--- src/rtl/arb_pkg.sv ---
package arb_pkg;

    localparam int NUM_MASTERS = 4;
    localparam int PTR_W       = $clog2(NUM_MASTERS);

    // Bit 2 marks an owning state, bits 1:0 hold the Gray-coded position.
    typedef enum logic [PTR_W:0] {
        ST_LOOK_M0 = 3'b000,
        ST_LOOK_M1 = 3'b001,
        ST_LOOK_M3 = 3'b011,
        ST_LOOK_M2 = 3'b010,
        ST_OWN_M0  = 3'b100,
        ST_OWN_M1  = 3'b101,
        ST_OWN_M3  = 3'b111,
        ST_OWN_M2  = 3'b110
    } arb_state_e;

endpackage

--- src/rtl/arb_req_sel.sv ---
module arb_req_sel #(
    parameter int N     = 4,
    parameter int PTR_W = 2
) (
    input  logic [N-1:0]     req,
    input  logic [PTR_W-1:0] ptr,
    output logic             hit
);

    // Pick the request bit of the master under the pointer.
    always_comb begin
        hit = 1'b0;
        for (int i = 0; i < N; i++) begin
            if (ptr == PTR_W'(i)) begin
                hit = req[i];
            end
        end
    end

endmodule

--- src/rtl/arb_grant_dec.sv ---
module arb_grant_dec #(
    parameter int N     = 4,
    parameter int PTR_W = 2
) (
    input  logic             own,
    input  logic [PTR_W-1:0] ptr,
    output logic [N-1:0]     gnt
);

    // One grant line per master, high only in an owning state.
    for (genvar i = 0; i < N; i++) begin : g_line
        assign gnt[i] = own && (ptr == PTR_W'(i));
    end

endmodule

--- src/rtl/rr_gray_arbiter.sv ---
module rr_gray_arbiter
    import arb_pkg::*;
(
    input  logic                   clk,
    input  logic                   rst,
    input  logic [NUM_MASTERS-1:0] req,
    output logic [NUM_MASTERS-1:0] gnt
);

    arb_state_e       state_q;
    arb_state_e       state_d;
    logic             hit;
    logic             own_flag;
    logic [PTR_W-1:0] cur_ptr;

    arb_req_sel #(
        .N     (NUM_MASTERS),
        .PTR_W (PTR_W)
    ) u_sel (
        .req (req),
        .ptr (cur_ptr),
        .hit (hit)
    );

    // State register.
    always_ff @(posedge clk) begin
        if (rst) begin
            state_q <= ST_LOOK_M0;
        end else begin
            state_q <= state_d;
        end
    end

    // Next state: look-hit, look-miss, hold, release.
    always_comb begin
        state_d = state_q;
        unique case (state_q)
            ST_LOOK_M0: state_d = hit ? ST_OWN_M0 : ST_LOOK_M1;
            ST_LOOK_M1: state_d = hit ? ST_OWN_M1 : ST_LOOK_M3;
            ST_LOOK_M3: state_d = hit ? ST_OWN_M3 : ST_LOOK_M2;
            ST_LOOK_M2: state_d = hit ? ST_OWN_M2 : ST_LOOK_M0;
            ST_OWN_M0:  state_d = hit ? ST_OWN_M0 : ST_LOOK_M1;
            ST_OWN_M1:  state_d = hit ? ST_OWN_M1 : ST_LOOK_M3;
            ST_OWN_M3:  state_d = hit ? ST_OWN_M3 : ST_LOOK_M2;
            ST_OWN_M2:  state_d = hit ? ST_OWN_M2 : ST_LOOK_M0;
            default:    state_d = ST_LOOK_M0;
        endcase
    end

    // Outputs of the state: owning flag and position under the pointer.
    always_comb begin
        own_flag = 1'b0;
        cur_ptr  = '0;
        unique case (state_q)
            ST_LOOK_M0: begin own_flag = 1'b0; cur_ptr = 2'd0; end
            ST_LOOK_M1: begin own_flag = 1'b0; cur_ptr = 2'd1; end
            ST_LOOK_M3: begin own_flag = 1'b0; cur_ptr = 2'd3; end
            ST_LOOK_M2: begin own_flag = 1'b0; cur_ptr = 2'd2; end
            ST_OWN_M0:  begin own_flag = 1'b1; cur_ptr = 2'd0; end
            ST_OWN_M1:  begin own_flag = 1'b1; cur_ptr = 2'd1; end
            ST_OWN_M3:  begin own_flag = 1'b1; cur_ptr = 2'd3; end
            ST_OWN_M2:  begin own_flag = 1'b1; cur_ptr = 2'd2; end
            default:    begin own_flag = 1'b0; cur_ptr = 2'd0; end
        endcase
    end

    arb_grant_dec #(
        .N     (NUM_MASTERS),
        .PTR_W (PTR_W)
    ) u_dec (
        .own (own_flag),
        .ptr (cur_ptr),
        .gnt (gnt)
    );

endmodule

--- config.mk ---
export PLATFORM = sky130hd
export DESIGN_NAME = rr_gray_arbiter
export DESIGN_NICKNAME = d
export VERILOG_FILES = /design/src/rtl/arb_pkg.sv /design/src/rtl/arb_req_sel.sv /design/src/rtl/arb_grant_dec.sv /design/src/rtl/rr_gray_arbiter.sv
export SDC_FILE = /design/constraint.sdc
export NUM_CORES = 1
export LEC_CHECK = 0
export BUFFER_PORTS_ARGS = -buffer_cell sky130_fd_sc_hd__buf_2
export CORE_AREA = 2 2 39 41
export CTS_BUF_LIST = sky130_fd_sc_hd__clkbuf_4 sky130_fd_sc_hd__clkbuf_8
export DETAILED_ROUTE_END_ITERATION = 10
export DIE_AREA = 0 0 41 43
export PLACE_DENSITY_LB_ADDON = 0.05
export SLEW_MARGIN = 20
export SYNTH_ARGS = -nofsm -noshare
export SYNTH_HDL_FRONTEND = slang
export SYNTH_SLANG_ARGS = --single-unit
--- constraint.sdc ---
create_clock -name clk -period 0.95 [get_ports clk]
set_input_delay 0.0475 -clock clk [delete_from_list [all_inputs] [get_ports clk]]
set_output_delay 0.0475 -clock clk [all_outputs]
set_load 0.005 [all_outputs]
==> results of run 1 <==
-- cells by family (layout without fill, tap and decap cells) --
group                  count (synthesis)  in the layout  synth area share (%)
AOI/OAI and AO/OA                      4              4                  19.4
buffers and inverters                  1             16                  6.25
DFF                                    3              3                  33.3
and+or+nand+nor                       12             12                  41.0
-- how the worst max path moves through the flow --
stage | from | endpoint | slack [ns] | cells after the start
after global placement | state_q[1] | own_flag | -0.04 | 3
after floorplan | state_q[1] | own_flag | 0.1 | 3
after global routing | state_q[1] | gnt[0] | -0.13 | 3
after detailed placement | state_q[1] | own_flag | -0.06 | 3
after CTS | state_q[1] | gnt[2] | -0.1 | 3
final | state_q[1] | gnt[2] | -0.09 | 3
-- power groups by stage --
stage          sequential [mW]  combinational (mW)  clock (mW)
2_1_floorplan            0.148              0.0419           0
3_3_place_gp             0.155              0.0653           0
3_5_place_dp             0.155              0.0654           0
4_1_cts                  0.151              0.0867       0.259
5_1_grt                  0.155              0.0949       0.278
6_report                 0.151              0.0858       0.248
-- stage by stage --
stage,std cells,util (%),setup WS (ns),setup TNS (ns)
floorplan,20,-,0.100,0
global placement,46,18.0,-0.0419,-0.0785
detailed placement,46,18.0,-0.0612,-0.0972
CTS,51,23.4,-0.0995,-0.375
global route,51,24.1,-0.126,-0.570
finish,51,24.1,-0.0857,-0.283
-- metal layers --
metal	wire (um)	up-vias	global-route usage, %
li1	-	100	-
met1	181	81	7.67
met2	217	7	9.06
met3	21	0	0
met4	0	0	8.00
met5	0	-	0
-- sequential cells by signal, summed over array words and instances (netlist names) --
signal / cells
own_flag: 1
state_q: 2
-- critical path, stage by stage, from the launching register on --
cell     delay (ns)
dfxtp_4        0.35
buf_6          0.12
and3b_2        0.18
buf_2          0.12
-- layout make-up --
class / count / share of cell area, %
clock buffers: 4 / 8.99
flip-flops and latches: 3 / 20.2
repair buffers: 12 / 28.1
multi-input cells: 16 / 36.7
well taps: 16 / 5.99
-- cells in the final DEF (no fill, tap or decap), types with 2 or more instances in the layout --
master and n:
dfxtp_4 2, buf_2 8, clkbuf_4 4, nand2_1 2, buf_6 3, nor2_1 4
-- repair_timing --
item                                   in CTS  in global routing
setup endpoints to repair                   6                  6
gates resized for setup                     8                  2
endpoints found under the hold margin       0                  0
buffers inserted                            1                  0
==> impl_metrics.csv, run 1 <==
group,metric,value,unit
synth,synth.cell_area,180,um^2
pwr,pwr_density_cell,1450,nW/um^2
worst_hold_path,hp-class,"in2reg",
floorplanning,rows,14,
pwr,swShare,22.5,%
grt,grt_max_degree,9,
worst_setup_path,ff2ff_setup_slack,-0.06,ns
synth,yosysSeqAreaShare,33.3,%
worst_setup_path,r2r-end,"own_flag",
grt,antenna_found_initial,0,
placement,portBuffers,9,
route,drt_iter0_markers,1,
worst_setup_path,setup.worst_path.end_class,"output pin",
timing,finalCriticalPeriod,1.04,ns
timing,fin_skew,0.00292,ns
timing,slew_headroom,82.8,%
final_layout,final_nets,42,
pwr,p_comb_share,17.7,%
worst_setup_path,critPathArrivalTime,0.99,ns
grt,grt_use_total,6.51,%
route,route.detailed.drc,0,
clock_network,cts_max_level,1,
synth,synth.avg_cell_area,9.01,um^2
floorplanning,pin_count,10,
worst_setup_path,reg2reg_from,"state_q[1]",
clock_network,tritoncts,"done",
pwr,p_int,0.376,mW
synth,synth-seq-cells,3,
run_status,status,"complete, but fails checks",
final_layout,fillers,162,
pwr,switching_power,0.109,mW
route,drtAntennaViolNets,0,
worst_hold_path,min_from,"rst",
synth,synth_edf_count,0,
grt,grt_overflow,0,
synth,synth_area_leaders,"dfxtp_1 (33%), a311oi_2 (8.3%), nor2_1 (8.3%)",
route,wl,420,um
pwr,leakage,0.149,nW
clock_network,hold_buffers,0,
route,vias,188,
clock_network,cts_made_buffers,3,
synth,synthFlopType,"dfxtp_1",
floorplanning,die-area,1760,um^2
final_layout,drive_gt1_share,68.6,%
route,vias_per_cell,3.69,
grt,grt_pass1_wl,752,um
synth,yosysTopAreaCellShare,33.3,%
worst_setup_path,crit_type,"reg2out",
final_layout,multiInputGateArea,123,um^2
timing,tightest_slew,0.257,ns
synth,async_reset_ff_share,0,%
pwr,seqPwrFrac,31.1,%
timing,period_share,109,%
timing,fin_hold_ws,0.0164,ns
floorplanning,die_y,43,um
final_layout,syn2layout_area_growth,85.4,%
route,wl_per_cell,8.24,um
clock_network,cts.sinks,3,
timing,finalHoldViolCount,0,
final_layout,n_antenna_cell,0,
synth,synth_cells,20,
timing,fin_ws,-0.0857,ns
pwr,ir_worst_vdd,281,uV
placement,gp_congestion,0.661,
placement,dpl-instance-area,249,um^2
worst_setup_path,cp_max_fo,4,
worst_hold_path,hold-path-endpoint,"own_flag",
final_layout,regArea,67.6,um^2
timing,max_freq,966,MHz
floorplanning,start_util,13.0,%
worst_setup_path,reg2regPathDepth,4,
floorplanning,core-area,1380,um^2
worst_setup_path,worstPathRequired,0.90,ns
floorplanning,die_w,41,um
worst_setup_path,worstSetupStartpointType,"register",
synth,synth.most_common_cell,"nor2_1",
clock_network,cts_max_path_buffers,2,
synth,synth_cell_types,14,
clock_network,clock-root-buffer,"clkbuf_4",
synth,synth.net_count,26,
synth,yosysWarnings,0,
timing,setup_violations,5,
pwr,p_clk_share,51.2,%
clock_network,clkTransAtPathRegs,0.04,ns
run_status,violations,"setup timing",
run,drv_cap,0,
pwr,total_power,0.485,mW
clock_network,clk_latency,0.23,ns
timing,drv_slew,0,
final_layout,final_area,334,um^2
grt,grt_pass1_vias,211,
synth,yosys-top-cells-count,"nor2_1 (4), dfxtp_1 (3), nand2_1 (2)",
synth,synth_top_area_cell,"dfxtp_1",
route,firstDrtPassIters,2,
timing,rsz0062_at_grt,"yes",
worst_hold_path,whs_path_depth,2,
Note: power is estimated with default switching activity, not from simulation.
==> inputs of run 2 (changes only) <==
--- a/config.mk
+++ b/config.mk
@@ -5,12 +5,12 @@
 export SDC_FILE = /design/constraint.sdc
 export NUM_CORES = 1
 export LEC_CHECK = 0
+export ABC_AREA = 1
 export BUFFER_PORTS_ARGS = -buffer_cell sky130_fd_sc_hd__buf_2
 export CORE_AREA = 2 2 39 41
-export CTS_BUF_LIST = sky130_fd_sc_hd__clkbuf_4 sky130_fd_sc_hd__clkbuf_8
 export DETAILED_ROUTE_END_ITERATION = 10
 export DIE_AREA = 0 0 41 43
-export PLACE_DENSITY_LB_ADDON = 0.05
+export PLACE_DENSITY = 0.37
 export SLEW_MARGIN = 20
 export SYNTH_ARGS = -nofsm -noshare
 export SYNTH_HDL_FRONTEND = slang
==> impl_metrics.csv, run 2 <==
group,metric,value,unit
run_status,status,"complete, but fails checks",
run_status,violations,"setup timing",
worst_setup_path,ff2ff_setup_slack,0.10,ns
pwr,p_int,0.347,mW
clock_network,tritoncts,"done",
pwr,swShare,26.5,%
clock_network,clock-root-buffer,"clkbuf_4",
timing,finalCriticalPeriod,0.982,ns
placement,dpl-instance-area,230,um^2
final_layout,fillers,162,
floorplanning,die-area,1760,um^2
route,route.detailed.drc,0,
placement,gp_congestion,0.612,
synth,synth_cells,25,
clock_network,cts_made_buffers,3,
final_layout,final_common_cell,"buf_2",
clock_network,cts_max_path_buffers,2,
grt,grt_overflow,0,
route,wl_per_cell,8.03,um
grt,grt_pass1_wl,731,um
timing,tightest_slew,0.134,ns
worst_setup_path,setup.worst_path.end_class,"output pin",
synth,yosysSeqAreaShare,36.4,%
timing,slew_headroom,91.0,%
final_layout,final_cell_mix,"buf_2 (9), buf_4 (5), inv_1 (4)",
pwr,seqPwrFrac,32.2,%
final_layout,final_nets,51,
worst_setup_path,cp_max_fo,5,
worst_setup_path,critPathLaunch,"state_q[1]",
synth,synth_top_area_cell,"dfxtp_1",
pwr,pwr_density_cell,1420,nW/um^2
worst_setup_path,crit_type,"reg2out",
clock_network,cts.sinks,3,
timing,fin_skew,0.00319,ns
worst_setup_path,worstPathRequired,0.90,ns
synth,synthFlopType,"dfxtp_1",
worst_hold_path,hp-class,"in2reg",
floorplanning,die_y,43,um
synth,synth.net_count,31,
synth,synth_cell_types,11,
floorplanning,start_util,11.9,%
synth,yosysTopAreaCellShare,36.4,%
timing,max_freq,1020,MHz
route,firstDrtPassIters,4,
synth,synth.cell_area,165,um^2
worst_setup_path,worstSetupStartpointType,"register",
synth,yosysWarnings,0,
floorplanning,core-area,1380,um^2
pwr,ir_worst_vdd,665,uV
pwr,p_comb_share,20.6,%
clock_network,clkTransAtPathRegs,0.04,ns
placement,hpwl,330,um
route,vias,228,
synth,synth_edf_count,0,
route,wl,482,um
final_layout,drive_gt1_share,59.1,%
synth,synth.most_common_cell,"inv_1",
clock_network,clk_latency,0.23,ns
grt,grt_max_degree,6,
floorplanning,pin_count,10,
timing,period_share,103,%
route,drt_iter0_markers,4,
final_layout,n_antenna_cell,0,
route,vias_per_cell,3.80,
pwr,leakage,0.170,nW
timing,fin_ws,-0.0316,ns
worst_hold_path,min_from,"req[2]",
synth,yosys-top-cells-count,"inv_1 (5), nor3_1 (4), dfxtp_1 (3), nand3_1 (3)",
clock_network,cts_max_level,1,
synth,async_reset_ff_share,0,%
synth,synth.avg_cell_area,6.61,um^2
worst_setup_path,reg2reg_from,"state_q[0]",
grt,grt_pass1_vias,197,
worst_setup_path,critPathArrivalTime,0.93,ns
synth,synth-seq-cells,3,
grt,grt_use_total,7.23,%
pwr,switching_power,0.125,mW
timing,finalHoldViolCount,0,
floorplanning,die_w,41,um
pwr,p_clk_share,47.3,%
synth,synth_area_leaders,"dfxtp_1 (36%), nor3_1 (12%), inv_1 (11%)",
final_layout,regMostFlops,"state_q",
timing,setup_violations,2,
floorplanning,rows,14,
final_layout,fin_util,24.0,%
final_layout,regArea,67.6,um^2
route,drtAntennaViolNets,0,
run,drv_cap,0,
placement,portBuffers,9,
final_layout,multiInputGateArea,93.8,um^2
final_layout,final_area,332,um^2
timing,rsz0062_at_grt,"yes",
final_layout,largest_register_ffs,2,
timing,drv_slew,0,
final_layout,syn2layout_area_growth,101,%
grt,antenna_found_initial,0,
==> run 2: cell count changes in the layout (fill, tap and decap cells not counted), sizes merged, moves of 2 or more <==
cell,before,now
nand3,0,4
nand2b,2,0
nor2,4,2
nor3,0,4
buf,12,14
inv,0,7
==> run 2: final cells by class <==
| cell class | instances | area share (%) |
|---|---|---|
| clock buffer | 4 | 7.92 |
| inverter | 7 | 9.43 |
| multi-input combinational | 15 | 28.3 |
| sequential | 3 | 20.4 |
| tap | 16 | 6.04 |
| timing repair buffer | 15 | 27.9 |
==> run 2: cells by family after synthesis <==
family,after synthesis,share of synthesized area (%)
flip-flops,3,36.4
buffers and inverters,7,15.9
AND/OR/NAND/NOR,12,38.6
AO/OA/AOI/OAI,3,9.09
==> run 2: layer usage <==
layer | vias up | wire [um] | global-route usage [%]
li1 | 121 | - | -
met1 | 98 | 181 | 5.79
met2 | 9 | 248 | 10.3
met3 | 0 | 53 | 6.28
met4 | 0 | 0 | 6.00
met5 | - | 0 | 0
==> run 2: final timing paths <==
check | depth (start not counted) | to
worst max-delay path | 3 | gnt[3]
worst min-delay path | 3 | state_q[1]
worst max register to register | 5 | state_q[0]
worst min register to register | 3 | state_q[0]
==> run 2: what timing repair did <==
item,4_1_cts,5_1_grt
endpoints found under the setup margin,4,4
hold buffers,1,0
endpoints found under the hold margin,1,0
setup buffers,5,0
resized for setup,9,1
pin swaps,3,1
==> run 2: power by group through the flow <==
stage / Clock, mW / Sequential (mW) / Combinational [mW]
final: 0.223 / 0.152 / 0.0971
after floorplan: 0 / 0.149 / 0.0377
after detailed placement: 0 / 0.153 / 0.0611
after global routing: 0.248 / 0.154 / 0.108
after global placement: 0 / 0.153 / 0.0614
after CTS: 0.235 / 0.151 / 0.0971
==> run 2: critical path: stages (launching register included) <==
cell and delay (ns):
dfxtp_4 0.37, inv_4 0.04, nor3_2 0.15, buf_2 0.13
==> run 2: metrics by stage <==
| step | worst slack (ns) | hold WS, ns | power [mW] | setup TNS (ns) | std cells |
|---|---|---|---|---|---|
| 6_report | -0.0316 | 0.101 | 0.472 | -0.0554 | 60 |
| 5_1_grt | -0.0802 | 0.128 | 0.510 | -0.240 | 60 |
| 4_1_cts | -0.0311 | 0.0973 | 0.484 | -0.0554 | 60 |
| 3_5_place_dp | 0.0622 | 0.231 | 0.214 | 0 | 50 |
| 3_3_place_gp | 0.0546 | 0.233 | 0.214 | 0 | 50 |
| 2_1_floorplan | 0.215 | 0.117 | 0.187 | 0 | 25 |
